**src/rtl/pwm_pkg.sv**
```systemverilog
package pwm_pkg;
    localparam int ADDR_W = 2;

    localparam logic [ADDR_W-1:0] ADR_CTRL   = 2'd0;
    localparam logic [ADDR_W-1:0] ADR_PRESC  = 2'd1;
    localparam logic [ADDR_W-1:0] ADR_PERIOD = 2'd2;
    localparam logic [ADDR_W-1:0] ADR_DUTY   = 2'd3;

    localparam int BIT_EN  = 0;
    localparam int BIT_INV = 1;
    localparam int BIT_SEL = 2;
    localparam int BIT_HB  = 3;
    localparam int CTRL_W  = 5;

    typedef enum logic [1:0] {
        SQ_IDLE  = 2'd0,
        SQ_ARMED = 2'd1,
        SQ_DRIVE = 2'd2,
        SQ_QUIET = 2'd3
    } seq_state_t;
endpackage

```
**src/rtl/pwm_regs.sv**
```systemverilog
module pwm_regs
    import pwm_pkg::*;
#(
    parameter int CW = 16
) (
    input  logic              clk,
    input  logic              rst_n,
    input  logic              wr_en,
    input  logic [ADDR_W-1:0] wr_addr,
    input  logic [CW-1:0]     wr_data,
    input  logic [ADDR_W-1:0] rd_addr,
    output logic [CW-1:0]     rd_data,
    output logic              en,
    output logic              inv,
    output logic              clksel,
    output logic [CW-1:0]     presc,
    output logic [CW-1:0]     period,
    output logic [CW-1:0]     duty
);
    logic [CTRL_W-1:0] ctrl_q;

    always_ff @(posedge clk) begin
        if (!rst_n) begin
            ctrl_q <= '0;
            presc  <= '0;
            period <= '0;
            duty   <= '1;
        end else if (wr_en) begin
            unique case (wr_addr)
                ADR_CTRL:   ctrl_q <= wr_data[CTRL_W-1:0];
                ADR_PRESC:  presc  <= wr_data;
                ADR_PERIOD: period <= wr_data;
                ADR_DUTY:   duty   <= wr_data;
                default:    ;
            endcase
        end
    end

    assign en     = ctrl_q[BIT_EN];
    assign inv    = ctrl_q[BIT_INV];
    assign clksel = ctrl_q[BIT_SEL];

    always_comb begin
        rd_data = '0;
        unique case (rd_addr)
            ADR_CTRL:   rd_data[CTRL_W-1:0] = ctrl_q;
            ADR_PRESC:  rd_data = presc;
            ADR_PERIOD: rd_data = period;
            ADR_DUTY:   rd_data = duty;
            default:    rd_data = '0;
        endcase
    end
endmodule

```
**src/rtl/pwm_prescaler.sv**
```systemverilog
module pwm_prescaler #(
    parameter int CW = 16
) (
    input  logic          clk,
    input  logic          rst_n,
    input  logic          run,
    input  logic          core_stb,
    input  logic          slow_stb,
    input  logic          clksel,
    input  logic [CW-1:0] limit,
    output logic          tick
);
    logic [CW-1:0] div_q;
    logic          src_stb;

    assign src_stb = clksel ? slow_stb : core_stb;
    assign tick    = run && src_stb && (div_q == limit);

    always_ff @(posedge clk) begin
        if (!rst_n || !run) begin
            div_q <= '0;
        end else if (src_stb) begin
            div_q <= (div_q == limit) ? '0 : div_q + 1'b1;
        end
    end
endmodule

```
**src/rtl/pwm_sequencer.sv**
```systemverilog
module pwm_sequencer
    import pwm_pkg::*;
#(
    parameter int CW = 16
) (
    input  logic          clk,
    input  logic          rst_n,
    input  logic          enable,
    input  logic          tick,
    input  logic [CW-1:0] presc_in,
    input  logic [CW-1:0] period_in,
    input  logic [CW-1:0] duty_in,
    output logic          counting,
    output logic          active,
    output logic          cyc_end,
    output logic [CW-1:0] sh_presc,
    output logic [CW-1:0] sh_period,
    output logic [CW-1:0] sh_duty,
    output logic [CW-1:0] pos
);
    seq_state_t state_q, state_d;
    logic       load_sh;
    logic       cur_ok, new_ok;

    assign cur_ok  = (sh_duty <= sh_period);
    assign new_ok  = (duty_in <= period_in);
    assign cyc_end = tick && (state_q == SQ_DRIVE || state_q == SQ_QUIET)
                     && (pos == sh_period);
    assign load_sh = (state_q == SQ_IDLE) || cyc_end;

    // state register
    always_ff @(posedge clk) begin
        if (!rst_n) state_q <= SQ_IDLE;
        else        state_q <= state_d;
    end

    // next state
    always_comb begin
        state_d = state_q;
        if (!enable) begin
            state_d = SQ_IDLE;
        end else begin
            unique case (state_q)
                SQ_IDLE:  state_d = SQ_ARMED;
                SQ_ARMED: if (tick) state_d = cur_ok ? SQ_DRIVE : SQ_QUIET;
                SQ_DRIVE: begin
                    if (cyc_end)                    state_d = new_ok ? SQ_DRIVE : SQ_QUIET;
                    else if (tick && pos == sh_duty) state_d = SQ_QUIET;
                end
                SQ_QUIET: if (cyc_end) state_d = new_ok ? SQ_DRIVE : SQ_QUIET;
                default:  state_d = SQ_IDLE;
            endcase
        end
    end

    // outputs
    always_comb begin
        counting = (state_q != SQ_IDLE);
        active   = (state_q == SQ_DRIVE);
    end

    // tick position in the cycle
    always_ff @(posedge clk) begin
        if (!rst_n || state_q == SQ_IDLE || state_q == SQ_ARMED) begin
            pos <= '0;
        end else if (tick) begin
            pos <= cyc_end ? '0 : pos + 1'b1;
        end
    end

    // working copies
    always_ff @(posedge clk) begin
        if (!rst_n) begin
            sh_presc  <= '0;
            sh_period <= '0;
            sh_duty   <= '1;
        end else if (load_sh) begin
            sh_presc  <= presc_in;
            sh_period <= period_in;
            sh_duty   <= duty_in;
        end
    end
endmodule

```
**src/rtl/pwm_channel.sv**
```systemverilog
module pwm_channel
    import pwm_pkg::*;
#(
    parameter int CW = 16
) (
    input  logic              clk,
    input  logic              rst_n,
    input  logic              core_stb,
    input  logic              slow_stb,
    input  logic              wr_en,
    input  logic [ADDR_W-1:0] wr_addr,
    input  logic [CW-1:0]     wr_data,
    input  logic [ADDR_W-1:0] rd_addr,
    output logic [CW-1:0]     rd_data,
    output logic              pwm_out
);
    logic          en, inv, clksel;
    logic [CW-1:0] presc, period, duty;
    logic          tick, counting, active, cyc_end;
    logic [CW-1:0] sh_presc, sh_period, sh_duty, pos;

    pwm_regs #(.CW(CW)) u_regs (
        .clk(clk), .rst_n(rst_n),
        .wr_en(wr_en), .wr_addr(wr_addr), .wr_data(wr_data),
        .rd_addr(rd_addr), .rd_data(rd_data),
        .en(en), .inv(inv), .clksel(clksel),
        .presc(presc), .period(period), .duty(duty)
    );

    pwm_prescaler #(.CW(CW)) u_div (
        .clk(clk), .rst_n(rst_n), .run(counting),
        .core_stb(core_stb), .slow_stb(slow_stb), .clksel(clksel),
        .limit(sh_presc), .tick(tick)
    );

    pwm_sequencer #(.CW(CW)) u_seq (
        .clk(clk), .rst_n(rst_n), .enable(en), .tick(tick),
        .presc_in(presc), .period_in(period), .duty_in(duty),
        .counting(counting), .active(active), .cyc_end(cyc_end),
        .sh_presc(sh_presc), .sh_period(sh_period), .sh_duty(sh_duty),
        .pos(pos)
    );

    assign pwm_out = active ^ inv;
endmodule

```
**config.mk**
```make
export PLATFORM = sky130hd
export DESIGN_NAME = pwm_channel
export DESIGN_NICKNAME = d
export VERILOG_FILES = /design/src/rtl/pwm_pkg.sv /design/src/rtl/pwm_regs.sv /design/src/rtl/pwm_prescaler.sv /design/src/rtl/pwm_sequencer.sv /design/src/rtl/pwm_channel.sv
export SDC_FILE = /design/constraint.sdc
export NUM_CORES = 1
export LEC_CHECK = 0
export ABC_AREA = 1
export BUFFER_PORTS_ARGS = -buffer_cell sky130_fd_sc_hd__clkbuf_2
export CAP_MARGIN = 20
export CORE_AREA = 2 2 122 124
export DETAILED_ROUTE_END_ITERATION = 8
export DIE_AREA = 0 0 124 126
export PLACE_DENSITY = 0.84
export SKIP_LAST_GASP = 1
export SYNTH_ARGS = -nofsm -noshare
export SYNTH_HDL_FRONTEND = slang
export SYNTH_SLANG_ARGS = --single-unit
```
**constraint.sdc**
```tcl
create_clock -name clk -period 1.9 [get_ports clk]
set_input_delay 0.19 -clock clk [delete_from_list [all_inputs] [get_ports clk]]
set_output_delay 0.19 -clock clk [all_outputs]
set_load 0.01 [all_outputs]
```
---- Word level (Yosys, flattened, before mapping) ----
Cells that the tools add are included.
word-level totals
  register bits after elaboration ......... 135
  bits of input ports ..................... 25
  output and inout port bits .............. 17
  word-level logic and storage cells ...... 64
operators by class
  $add $sub $neg .......................... 2
  magnitude comparators ................... 2
  eq/ne operators ......................... 15
  mux-type cells .......................... 12
  bitwise gates (word level) .............. 1
  reduce and logical (&&, ||, !) cells .... 22
operators by type and width
  operator                                       number
  == test 16 bit                                 3
  one-hot mux 11 bit (3 select lines)            1
  adder 16 x 1 -> 16 bit, second input constant  2
  <= comparator 16 bit                           2
  two-way mux 16 bit                             2
  one-hot mux 5 bit (4 select lines)             1
  == test 2 bit, second input constant           6
  AND reduction 2 bit                            5
  two-way mux 2 bit                              4
  one-hot mux 2 bit (4 select lines)             1
  == test 2 x 1 -> 1 bit, second input constant  3
  zero test 2 bit                                3
  logical AND 1 bit                              5
  logical OR 1 bit                               5
  != test 2 x 1 -> 1 bit, second input constant  2
  two-way mux 1 bit                              3
  != test 3 x 1 -> 1 bit, second input constant  1
  AND reduction 3 bit                            1
  zero test 1 bit                                2
  nonzero test 2 bit                             1
  bitwise XOR 1 bit                              1

---- Longest topological paths before layout ----
  depth in word-level cells ............... 7
  depth in mapped cells ................... 17
  mapped depth without buffers ............ 17

---- Hierarchy ----
From an unflattened synthesis, not the netlist that was laid out.
unflattened totals
  cells, all modules ...................... 1194
  area total of the unflattened synthesis .. 7597.3 µm²
modules (own cells, without submodules)
  module         instances  cells an instance  area each (µm²)  sequential area each (µm²)
  pwm_sequencer  1          610                3988.8           1321.3
  pwm_regs       1          378                2414.8           1061.0
  pwm_prescaler  1          201                1174.9           320.3
  pwm_channel    1          5                  18.8             0.0

---- Worst setup path after synthesis ----
OpenSTA, ideal clock, no wires.
  path type ............................... flip-flop to flip-flop
  start ................................... register u_seq.pos[10]
  end ..................................... register u_seq.sh_duty[0]
  arrival ................................. 1.522 ns
  data required time ...................... 1.766 ns
  setup slack ............................. 0.244 ns
  stages on the path, launching flop included .. 12
  buffers on the path ..................... 2
  cells stage by stage .................... dfxtp_1 > clkbuf_1 > xor2_1 > nor2_1 > nand2_1 > nor2_1 > nand2_4 > nor2_8 > nand2_8 > buf_2 > nand3_1 > nand3_1
on the way
  word-level cells in the longest chain between the ends .. 3
RTL lines
  item                    RTL line             RTL
  from (decl)             pwm_sequencer.sv:19  output logic [CW-1:0] pos
  from (signal assigned)  pwm_sequencer.sv:67  pos <= cyc_end ? '0 : pos + 1'b1;
  == test 16 bit          pwm_sequencer.sv:28  && (pos == sh_period);
  logical AND 1 bit       pwm_sequencer.sv:28
  logical OR 1 bit        pwm_sequencer.sv:29  assign load_sh = (state_q == SQ_IDLE) || cyc_end;
  to (signal assigned)    pwm_sequencer.sv:80  sh_duty <= duty_in;
  to (decl)               pwm_sequencer.sv:18  output logic [CW-1:0] sh_duty,
Every way passes these cells.
A chain may end at the register's enable or synchronous reset.

---- Worst setup path after layout ----
  start ................................... register u_div.div_q[1]
  end ..................................... register u_seq.sh_presc[4]
on the way
  word-level cells in the longest chain between the ends .. 5
RTL lines
  item                    RTL line             RTL
  from (decl)             pwm_prescaler.sv:13  logic [CW-1:0] div_q;
  from (signal assigned)  pwm_prescaler.sv:23  div_q <= (div_q == limit) ? '0 : div_q + 1'b1;
  == test 16 bit          pwm_prescaler.sv:17  assign tick = run && src_stb && (div_q == limit);
  logical AND 1 bit       pwm_prescaler.sv:17
  logical AND 1 bit       pwm_sequencer.sv:27  assign cyc_end = tick && (state_q == SQ_DRIVE || state_q == SQ_QUIET)
  logical AND 1 bit       pwm_sequencer.sv:28
  logical OR 1 bit        pwm_sequencer.sv:29
  to (signal assigned)    pwm_sequencer.sv:78  sh_presc <= presc_in;
  to (decl)               pwm_sequencer.sv:16  output logic [CW-1:0] sh_presc,
Every way passes these cells.

==> impl_metrics.json <==
{
  "status": "completed",
  "instances_no_fill": 1427,
  "initial_utilization": 0.541,
  "reg2reg_setup_slack_ns": 0.06,
  "p_leak_uw": 0.00405,
  "rows": 44,
  "ys_ff_latch": 135,
  "io_pins": 42,
  "clock-sinks": 135,
  "root_buffer": "clkbuf_16",
  "cp.arrival_ns": 2.16,
  "clock_skew_ns": 0.00710,
  "setup_viol": 0,
  "wl_per_cell_microns": 15.2,
  "reg2regPathDepth": 12,
  "design_power_total_uw": 7590,
  "synthCells": 1169,
  "synth-compound-area-share": 0.110,
  "die-area_sq_um": 15600,
  "critical_path_class": "reg -> reg",
  "synth-edff-count": 0,
  "fin_area_sq_um": 9100,
  "cts-htree-levels": 4,
  "synth_cell_types": 34,
  "slowest_delay_ns": 0.35,
  "grt_setup_unrepaired": "true",
  "path_max_fanout": 23,
  "wl_met2_mm": 10.2,
  "route.met3.wl_mm": 1.88,
  "crit_top_cell": "nand2_1",
  "nFillCells": 1184,
  "synthXorXnorAreaFrac": 0.0237,
  "clock_latency_ns": 0.43,
  "avgSynthCellArea_sq_um": 6.63,
  "synthMuxAreaShare": 0,
  "grt_pass1_vias": 7433,
  "die_h_microns": 126,
  "firstDrtPassIters": 7,
  "drcViolationCount": 0,
  "r2r-start": "u_div.div_q[1]",
  "topRoutingLayerUsed": "met4",
  "finalHoldViolCount": 0,
  "async_reset_ff_frac": 0,
  "min_path_type": "in -> reg",
  "fin_crit_sh": 0.967,
  "grt_remaining_overflow": 0,
  "hold_depth": 3,
  "num_vias": 7973,
  "die_w_microns": 124,
  "maxSlewViolCount": 0,
  "area_delta_synth_final_pct": 17.4,
  "relSlewSlack": 0.597,
  "cts_buffer_depth": 2,
  "worstHoldStart": "wr_data[15]",
  "finalCriticalPeriod_ns": 1.84,
  "tightest_slew_ns": 0.604,
  "drive_above_1_share": 0.154,
  "port_buffers": 41,
  "hold_ws_ns": 0.0125,
  "critical-path-top-delay-family": "simple AND/OR/NAND/NOR gates",
  "placed_area_sq_um": 8270,
  "crit_buf_inv": 3,
  "fmax_mhz": 544,
  "worstPathCellList": "inv_1 -> nand2_1 -> nand2_1 -> nor2_1 -> nand2_1 -> nor2_4 -> nand3_4 -> inv_6 -> nand2_8 -> buf_12 -> a21oi_2 -> nor2_1",
  "peakVddDrop_v": 0.000991,
  "antenna_left": 0,
  "diodes": 0,
  "syn-num-nets": 1228,
  "core_sq_um": 14300,
  "ys_seq_area_frac": 0.349,
  "gp_congestion": 0.940,
  "cp.required_ns": 2.22,
  "synth_ff_type": "dfxtp_1",
  "drt_iter0_drc": 760,
  "antenna_found_initial": 0,
  "fin_nets": 1290,
  "synth-simple-area-share": 0.366,
  "min_to": "u_regs.duty[15]",
  "via_per_inst": 5.59,
  "cts-buffers-inserted": 17,
  "drv_cap": 0,
  "cp-end-kind": "flip-flop",
  "reg2reg_to": "u_seq.sh_presc[4]",
  "syn-cell-area_sq_um": 7750,
  "cpMaxStageDelayCell": "dfxtp_2",
  "synth_fa_ha_area_frac": 0.0549,
  "post-dp-hpwl_mm": 14.9,
  "clk_pin_slew_ns": 0.06,
  "powerDensity_nw_per_um2": 835,
  "critPathLaunchType": "flip-flop",
  "grt_use_total": 0.283,
  "yosysWarnings": 0,
  "drt-met1-wl_mm": 8.84,
  "synth_top_family_by_area": "simple AND/OR/NAND/NOR gates",
  "wl_mm": 21.7,
  "cts_tree": "built",
  "grt_start_max_net_pins": 102,
  "dpl.cell_count": 1384,
  "grt_pass1_wl_mm": 35.1
}
kinds of logic (layout without fill, tap and decap cells):
family	count (synthesis)	count (layout)
AO/OA/AOI/OAI	154	154
AND/OR/NAND/NOR	646	647
adder cells (fa/ha/maj)	34	34
buffers and inverters	179	252
flip-flops	135	135
XOR/XNOR	21	21
where the power goes:
group          internal [uW]  leakage (uW)  switching (uW)  total [uW]
combinational            314       0.00264             532         846
clock                   2430      0.000311            1270        3700
sequential              2940       0.00111             110        3050
what timing repair did:
item	4_1_cts	5_1_grt
pin swaps	0	2
hold buffers	4	0
setup endpoints to repair	4	57
endpoints found under the hold margin	4	0
resized for setup	3	22
gates cloned	0	1
setup buffers	0	7
worst reg2reg max path: cells and delay by family (launching register included):
family	cells	cell delay (ns)
flip-flops	1	0.35
AO/OA/AOI/OAI	1	0.17
buffers and inverters	3	0.36
AND/OR/NAND/NOR	8	0.83
cells in the mapped netlist, types with 2 or more instances:
| master | number | area [sq um] |
|---|---|---|
| a211oi_1 | 3 | 22.5 |
| a21o_1 | 2 | 15.0 |
| a21oi_1 | 82 | 410 |
| buf_1 | 8 | 30.0 |
| buf_2 | 9 | 45.0 |
| buf_4 | 2 | 15.0 |
| buf_6 | 8 | 90.1 |
| clkbuf_1 | 21 | 78.8 |
| dfxtp_1 | 135 | 2700 |
| ha_1 | 34 | 425 |
| inv_1 | 119 | 447 |
| inv_2 | 12 | 45.0 |
| nand2_1 | 341 | 1280 |
| nand2_2 | 2 | 12.5 |
| nand2_4 | 2 | 22.5 |
| nand3_1 | 72 | 360 |
| nand3_2 | 30 | 300 |
| nand4_1 | 9 | 56.3 |
| nor2_1 | 158 | 593 |
| nor2_2 | 3 | 18.8 |
| nor3_1 | 22 | 110 |
| o2111ai_1 | 5 | 43.8 |
| o211ai_1 | 19 | 143 |
| o21ai_0 | 42 | 210 |
| xnor2_1 | 4 | 35.0 |
| xor2_1 | 17 | 149 |
how the worst max path moves through the flow:
stage | from | end | depth (start not counted)
after detailed placement | u_seq.pos[15] | u_seq.sh_period[11] | 12
after floorplan | u_seq.pos[10] | u_seq.sh_duty[0] | 11
after global placement | u_seq.pos[15] | u_seq.sh_presc[10] | 12
after CTS | u_seq.pos[1] | u_seq.sh_period[11] | 12
after global routing | u_div.div_q[1] | u_seq.pos[4] | 12
final | u_div.div_q[1] | u_seq.sh_presc[4] | 12
stage by stage:
| step | worst slack (ns) | utilization | TNS [ns] |
|---|---|---|---|
| 2_1_floorplan | 0.244 | - | 0 |
| 3_3_place_gp | 0.102 | 0.578 | 0 |
| 3_5_place_dp | 0.0337 | 0.578 | 0 |
| 4_1_cts | 0.00205 | 0.628 | 0 |
| 5_1_grt | -0.0513 | 0.636 | -0.587 |
| 6_report | 0.0625 | 0.636 | 0 |
per-layer routing:
metal,up-vias,global-route usage
met3,86,0.0562
li1,3870,-
met4,0,0.130
met2,467,0.451
met5,-,0
met1,3550,0.368
cell usage in the layout (no fill, tap or decap), drive strengths merged, types with 22 or more instances in the layout:
cell	instances
buf	45
nand3	103
inv	131
a21oi	82
o21ai	43
clkbuf	61
nor3	22
ha	34
dfxtp	135
nand2	347
nor2	162
registers in the layout (all words and copies together), names as in the netlist, 16 cells and up:
name / cells
u_regs.period: 16
u_seq.sh_period: 16
u_seq.sh_duty: 16
u_regs.duty: 16
u_regs.presc: 16
u_div.div_q: 16
u_seq.pos: 16
u_seq.sh_presc: 16
area by class of cell:
class,count,area [sq um],area share
timing repair buffer,90,646,0.0709
sequential,135,2720,0.299
clock buffer,20,467,0.0513
inverter,131,500,0.0550
tap,184,230,0.0253
multi-input combinational,856,4340,0.477
clock inverter,11,194,0.0213
Note: power is estimated with default switching activity, not from simulation.
